===== src/rtl/bta_pkg.sv =====
package bta_pkg;
  typedef enum logic [2:0] {
    ST_IDLE, ST_CASE, ST_MOD, ST_ADJ, ST_SPLIT, ST_FIN
  } state_t;

  typedef struct packed {
    logic capture;     // latch operands
    logic loadMod;     // divider: elapsed / cycle
    logic loadDirect;  // divider: case result / 1e9
    logic loadAdj;     // divider: phase-adjusted result / 1e9
    logic step;        // one restoring step
    logic publish;     // copy divider outcome to outputs
  } strobe_t;

  typedef struct packed {
    logic needMod;
    logic divLast;
  } status_t;
endpackage


===== src/rtl/bta_ctrl.sv =====
module bta_ctrl
  import bta_pkg::*;
(
  input  logic    clk,
  input  logic    rstN,
  input  logic    start,
  input  status_t stat,
  output strobe_t strb,
  output logic    busy,
  output logic    done
);
  state_t state, nextState;

  always_comb begin
    strb = '0;
    nextState = state;
    unique case (state)
      ST_IDLE: if (start) begin
        strb.capture = 1'b1;
        nextState = ST_CASE;
      end
      ST_CASE: if (stat.needMod) begin
        strb.loadMod = 1'b1;
        nextState = ST_MOD;
      end else begin
        strb.loadDirect = 1'b1;
        nextState = ST_SPLIT;
      end
      ST_MOD: begin
        strb.step = 1'b1;
        if (stat.divLast) nextState = ST_ADJ;
      end
      ST_ADJ: begin
        strb.loadAdj = 1'b1;
        nextState = ST_SPLIT;
      end
      ST_SPLIT: begin
        strb.step = 1'b1;
        if (stat.divLast) nextState = ST_FIN;
      end
      ST_FIN: begin
        strb.publish = 1'b1;
        nextState = ST_IDLE;
      end
      default: nextState = ST_IDLE;
    endcase
  end

  always_ff @(posedge clk) begin
    if (!rstN) begin
      state <= ST_IDLE;
      done  <= 1'b0;
    end else begin
      state <= nextState;
      done  <= strb.publish;
    end
  end

  assign busy = (state != ST_IDLE);
endmodule


===== src/rtl/bta_dp.sv =====
module bta_dp
  import bta_pkg::*;
#(
  parameter int TIME_W     = 64,
  parameter int CYC_W      = 32,
  parameter int NS_PER_SEC = 1000000000
) (
  input  logic              clk,
  input  logic              rstN,
  input  strobe_t           strb,
  input  logic [TIME_W-1:0] curTime,
  input  logic [TIME_W-1:0] reqTime,
  input  logic [CYC_W-1:0]  cycleTime,
  output status_t           stat,
  output logic [29:0]       nsField,
  output logic [47:0]       secField
);
  localparam int DEN_W = CYC_W;
  localparam int CNT_W = $clog2(TIME_W);

  logic [TIME_W-1:0] curQ, reqQ;
  logic [CYC_W-1:0]  cycQ;
  logic [TIME_W-1:0] divNum;
  logic [DEN_W-1:0]  divRem, divDen;
  logic [CNT_W-1:0]  cnt;

  // case evaluation on the captured operands
  logic [TIME_W-1:0] cycExt, thresh, elapsed, directVal, adjVal;
  logic reqGeThr, reqLeCur, elGtCyc;

  always_comb begin
    cycExt    = TIME_W'(cycQ);
    thresh    = curQ + (cycExt << 1);
    elapsed   = curQ - reqQ;
    reqGeThr  = (reqQ >= thresh);
    reqLeCur  = (reqQ <= curQ);
    elGtCyc   = (elapsed > cycExt);
    if (reqGeThr)      directVal = reqQ;
    else if (reqLeCur) directVal = thresh + cycExt;
    else               directVal = reqQ + (cycExt << 1);
    adjVal    = thresh + cycExt - TIME_W'(divRem);
  end

  assign stat.needMod = !reqGeThr && reqLeCur && elGtCyc;
  assign stat.divLast = (cnt == CNT_W'(TIME_W - 1));

  // one restoring step
  logic [DEN_W:0]   shifted;
  logic [DEN_W-1:0] diff, stepRem;
  logic             geBit;

  always_comb begin
    shifted = {divRem, divNum[TIME_W-1]};
    geBit   = (shifted >= {1'b0, divDen});
    diff    = shifted[DEN_W-1:0] - divDen;
    stepRem = geBit ? diff : shifted[DEN_W-1:0];
  end

  always_ff @(posedge clk) begin
    if (!rstN) begin
      curQ     <= '0;
      reqQ     <= '0;
      cycQ     <= '0;
      divNum   <= '0;
      divRem   <= '0;
      divDen   <= '0;
      cnt      <= '0;
      nsField  <= '0;
      secField <= '0;
    end else begin
      if (strb.capture) begin
        curQ <= curTime;
        reqQ <= reqTime;
        cycQ <= cycleTime;
      end
      if (strb.loadMod || strb.loadDirect || strb.loadAdj) begin
        divRem <= '0;
        cnt    <= '0;
        divDen <= strb.loadMod ? cycQ : DEN_W'(NS_PER_SEC);
        divNum <= strb.loadMod ? elapsed : (strb.loadAdj ? adjVal : directVal);
      end else if (strb.step) begin
        divRem <= stepRem;
        divNum <= {divNum[TIME_W-2:0], geBit};
        cnt    <= cnt + 1'b1;
      end
      if (strb.publish) begin
        nsField  <= 30'(divRem);
        secField <= 48'(divNum);
      end
    end
  end
endmodule


===== src/rtl/sched_base_time_adj.sv =====
module sched_base_time_adj
  import bta_pkg::*;
#(
  parameter int TIME_W     = 64,
  parameter int CYC_W      = 32,
  parameter int NS_PER_SEC = 1000000000
) (
  input  logic              clk,
  input  logic              rstN,
  input  logic              start,
  input  logic [TIME_W-1:0] curTime,
  input  logic [TIME_W-1:0] reqTime,
  input  logic [CYC_W-1:0]  cycleTime,
  output logic              busy,
  output logic              done,
  output logic [29:0]       nsField,
  output logic [31:0]       secLo,
  output logic [15:0]       secHi
);
  strobe_t     strb;
  status_t     stat;
  logic [47:0] secField;

  bta_ctrl u_ctrl (
    .clk(clk), .rstN(rstN), .start(start), .stat(stat),
    .strb(strb), .busy(busy), .done(done)
  );

  bta_dp #(.TIME_W(TIME_W), .CYC_W(CYC_W), .NS_PER_SEC(NS_PER_SEC)) u_dp (
    .clk(clk), .rstN(rstN), .strb(strb), .curTime(curTime),
    .reqTime(reqTime), .cycleTime(cycleTime), .stat(stat),
    .nsField(nsField), .secField(secField)
  );

  assign secLo = secField[31:0];
  assign secHi = secField[47:32];
endmodule


===== config.mk =====
export PLATFORM = sky130hd
export DESIGN_NAME = sched_base_time_adj
export DESIGN_NICKNAME = d
export VERILOG_FILES = /design/src/rtl/bta_pkg.sv /design/src/rtl/bta_ctrl.sv /design/src/rtl/bta_dp.sv /design/src/rtl/sched_base_time_adj.sv
export SDC_FILE = /design/constraint.sdc
export NUM_CORES = 2
export LEC_CHECK = 0
export BUFFER_PORTS_ARGS = -buffer_cell sky130_fd_sc_hd__buf_2
export CORE_MARGIN = 5
export CORE_UTILIZATION = 60
export DETAILED_ROUTE_END_ITERATION = 8
export PLACE_DENSITY_LB_ADDON = 0.2
export SYNTH_ARGS = -nofsm -noshare
export SYNTH_HDL_FRONTEND = slang
export SYNTH_SLANG_ARGS = --single-unit

===== constraint.sdc =====
create_clock -name clk -period 8.45 [get_ports clk]
set_clock_uncertainty 0.15 [all_clocks]
set_input_delay 0.845 -clock clk [delete_from_list [all_inputs] [get_ports clk]]
set_output_delay 0.845 -clock clk [all_outputs]
set_load 0.05 [all_outputs]

==> results.txt <==
From synthesis to final layout, the design area changed by 10.65%. The clock share of power came out at 0.185. The cell that appears most often on the critical path is sky130_fd_sc_hd__a21o_1. The main combinational cell family by area after synthesis is compound AO/OA/AOI/OAI gates. The total count of hold-check failures in the final report came to 0.

The number of nets in the final layout is 5,442. The sink count of the clock tree came out at about 380. The initial core utilization is 0.6022. The average instance in the mapped netlist occupies around 7.2 um2. The leakage power total came out at 16.30 nW. The floorplan step defined a core boundary enclosing 0.05748 mm2. Of the total power, combinational logic draws 0.601. The clock-pin slew of the registers on the worst-case setup and hold paths is 0.07 ns. The critical path data required time came out at around 8.8 ns.

The largest stage delay on the critical path is 0.54 ns. Across all setup checks in the final design, the least slack found is 0.3706 ns. Data on the critical path arrives at its endpoint at 8.41 ns. After synthesis, the cell types taking the most area are sky130_fd_sc_hd__dfxtp_1 22%, sky130_fd_sc_hd__ha_1 12%, sky130_fd_sc_hd__nand2_1 9.8%, sky130_fd_sc_hd__a21boi_0 5.6%, sky130_fd_sc_hd__a21oi_1 4.9%. The via count of the first global-routing pass came out at 32,846. The number of remaining DRC errors came out at 0. The register bit count reported by yosys is 376. The pin count of the biggest net entering global routing is about 150. Counting every instance in the synthesized netlist gives 4,796. The die width came out at 250.2 um. The type of element launching the critical path is a flop. Hold timing on the final database bottoms out at a slack of 0.3107 ns. The global-route wire length before repair came out at 197.1 mm. The startpoint identified for the worst hold timing path is u_dp.secField[47]. The largest driver fanout on the critical path is 18.

The routed length per instance came out at 22.97 um. The wire-length estimate of the detail-placed layout is between 100 and 150 mm. The slowest stage of the critical path is the sky130_fd_sc_hd__or4_1 cell. The sequential cell area is about 0.0075 mm2. The max capacitance violation total is 0. The maximum achievable frequency came out at 0.1238 GHz.

The floorplan step defined a die boundary enclosing between 0.06 and 0.07 mm2. For this run, the number of Yosys warnings is 0. For hold timing, the worst endpoint is u_dp.secField[47]. The number of nets still failing antenna checks after routing came out at 0. The internal power came out at ~5.3 mW. The number of detailed-route iterations in the first pass came out at 9. The post-placement cell count is roughly 5,700. The via density per instance came out at 6.506. The footprint of the multi-input gates is 0.02533 mm2. In this run the cell area of the synthesized design comes to 0.03461 mm2. For the pin with the worst max-slew slack, the measured transition is 1.383 ns. Setup repair after global routing could not meet its margin everywhere.

The adder and majority gate portion of the synthesized area came out at 0.1202. After detailed routing, the total wire length is 131.9 mm. Of the total synthesized cell area, the portion taken by XOR and XNOR cells is 0.06395. The library cell with the largest summed area after synthesis is sky130_fd_sc_hd__dfxtp_1. The sort of element at the end of the critical path is a flop.

The number of fillers in the final layout came out at 5,126. Of the total power, the share spent switching nets is 0.4824. The capture instance of the worst register-to-register path is u_dp.divNum[1].

The highest metal layer used by the detailed router is met5. Clock tree synthesis selected as its root buffer the cell sky130_fd_sc_hd__clkbuf_16. The analysis attributes to net switching a power of 4.912 mW.

In the finished design, the share of the clock period the worst path needs comes to 0.9561. The run finished with clean final reports. The routed length on met1 is 58.41 mm.

The TritonCTS clock tree is done. The count of input and output buffers came out at 242. The multiplexer share of the synthesized area came out at 0.01439. In the detailed route, the total length drawn on met2 is 49.80 mm. The net count of the mapped netlist is 5,288. The routed length on met3 came out at 19.66 mm. The number of library cell types mapped by synthesis came out at 103. The areal power density over the cells is 265.9 mW/mm2. The number of pins with negative max-slew slack in the final report was 0.

The fraction of the yosys area taken by sequential cells is 0.2175. Yosys instantiated no cell more often than sky130_fd_sc_hd__nand2_1. The setup path with the least slack is of type flop to flop. The clock latency on the worst-skew pair came out at approximately 0.60 ns.

The worst max-slew margin expressed relative to the limit is 0.06982. The overall routing resource usage came out at 0.3957. The proportion of netlist area held by the largest area contributor came out at 0.2175. CTS built an H-tree with a depth of 2. The number of clock buffers inserted by TritonCTS is 41. 0 antenna diodes ended up in the layout. Among all flip-flop cells after synthesis, the most frequent one is sky130_fd_sc_hd__dfxtp_1.

The length in cells of the worst reg-to-reg path came out at 33. Pin placement for this block handled 243 I/O pins. The fraction of registers with async set or reset after synthesis came out at 0.

The number of antenna violations at the first check in global routing came out at 2. The register-to-register setup slack came out at 0.37 ns. The routed design could run at a clock period as short as 8.079 ns. In the final timing run, aggregate negative setup slack is 0 ns. Counting instances in the post-synthesis netlist gives the leading cell types as 906 x sky130_fd_sc_hd__nand2_1, 376 x sky130_fd_sc_hd__dfxtp_1, 337 x sky130_fd_sc_hd__a21oi_1. The sequential power share is 0.214. The final weighted congestion in routability-driven placement came out at 1.048. The pre-CTS worst setup slack is between 0.1 and 0.15 ns. The post-layout instance count excluding filler cells is 5,742.

The standard-cell row count is between 80 and 90. The class of the tightest hold or removal check is flop to flop. Of the total synthesized cell area, the portion taken by AND, OR, NAND and NOR gates is 0.2342. In this run the deepest clock path goes through 3 buffers. The floorplan step set the die height to 250.2 um.

The remaining global-route overflow came out at 0. The maximum vdd drop came out at about 200 uV. In this run the critical register-to-register path is launched from u_dp.reqQ[0]. The number of instances on the worst hold path came out at 2. The number of failing setup endpoints in the final timing report is 0.

The via count came out at 37,357. In this run, the number of DRC markers left after iteration 0 of detailed routing was between 5,000 and 6,000. The compound-gate portion of the synthesized area is 0.2930.

The fraction of final layout cells with drive strength greater than 1 came out at 0.1051. The number of buffers inserted for hold repair after clock tree synthesis came out at 0. In this run, synthesis inferred 0 flip-flops with an integrated enable.
## layout by cell type (no fill, tap or decap), drive strengths merged, types with 31 or more instances in the layout
cell / synthesis / layout
o211ai: 81 / 81
nand3: 145 / 145
mux2i: 43 / 43
o22ai: 31 / 31
a211oi: 81 / 81
inv: 261 / 264
a21boi: 258 / 258
and2: 31 / 31
a21o: 137 / 137
a21oi: 337 / 337
clkbuf: 207 / 55
a31oi: 60 / 60
o21bai: 38 / 38
buf: 40 / 357
xnor2: 155 / 155
nand2b: 39 / 39
nor4: 38 / 38
and3: 56 / 56
dfxtp: 376 / 376
nand4: 72 / 72
o21a: 43 / 43
ha: 323 / 323
xor2: 96 / 96
nor2: 266 / 266
o21ai: 246 / 246
nor2b: 38 / 38
nor3: 83 / 83
nand2: 906 / 906
## registers in the layout (all words and copies together) (netlist names)
register,flops
u_ctrl.done,1
u_ctrl.state,3
u_dp.cnt,6
u_dp.curQ,64
u_dp.cycQ,32
u_dp.divDen,32
u_dp.divNum,64
u_dp.divRem,32
u_dp.nsField,30
u_dp.reqQ,64
u_dp.secField,48
## logic make-up (layout without fill, tap and decap cells)
family / after synthesis / in the layout
AO/OA/AOI/OAI: 1507 / 1507
XOR/XNOR: 251 / 251
adder cells (fa/ha/maj): 329 / 329
buffers and inverters: 508 / 689
flip-flops: 376 / 376
multiplexers: 49 / 49
AND/OR/NAND/NOR: 1776 / 1776
## metal layers
layer,track usage,vias to the layer above
li1,-,17482
met1,0.6076,17342
met2,0.5340,2277
met3,0.1210,250
met4,0.09574,6
met5,0,-
## final cells by class
cell class | instances | area share
clock buffers | 54 | 0.03071
clock inverters | 16 | 0.005227
inverters | 261 | 0.02558
multi-input cells | 3912 | 0.6614
flip-flops and latches | 376 | 0.1965
well taps | 765 | 0.02499
repair buffers | 358 | 0.05557
## metrics by stage
stage / utilization / total power, mW / area, um2
6_report: 0.6663 / 10.18 / 38300
5_1_grt: 0.6663 / 10.70 / 38300
4_1_cts: 0.6643 / 9.901 / 38180
3_5_place_dp: 0.6404 / 7.992 / 36810
3_3_place_gp: 0.6404 / 7.938 / 36810
2_1_floorplan: - / 6.251 / 34610
## how the worst max path moves through the flow
stage                  from         endpoint  slack (ns)  cells past startpoint
2_1_floorplan  u_dp.cycQ[0]  u_dp.divNum[52]        1.08                     33
3_5_place_dp   u_dp.reqQ[0]   u_dp.divNum[1]        0.15                     32
3_3_place_gp   u_dp.reqQ[0]   u_dp.divNum[1]        0.24                     32
5_1_grt        u_dp.reqQ[0]   u_dp.divNum[1]      -0.009                     33
4_1_cts        u_dp.reqQ[0]   u_dp.divNum[1]         0.1                     32
6_report       u_dp.reqQ[0]   u_dp.divNum[1]        0.37                     33
## power groups by stage
stage	logic (mW)	clock network, mW	registers [mW]
after floorplan	4.14	0	2.11
after global placement	5.74	0	2.20
after detailed placement	5.79	0	2.20
after CTS	5.83	1.90	2.16
after global routing	6.55	1.97	2.19
final	6.12	1.88	2.18
## critical path, delay by kind of cell (launching register included)
family                     cells  cell delay [ns]
AOI/OAI and AO/OA             16             3.09
DFF                            1             0.49
and+or+nand+nor                9             2.09
xor gates and xnor gates       1             0.29
adders and majority gates      3             1.01
buffers and inverters          3             0.58
muxes                          1             0.26
## timing repair
| item | CTS | global route |
|---|---|---|
| resized for setup | 0 | 24 |
| buffers inserted | 0 | 0 |
| setup endpoints to repair | 0 | 77 |
| hold endpoints to repair | 0 | 0 |
(Power assumes the default switching activity.)
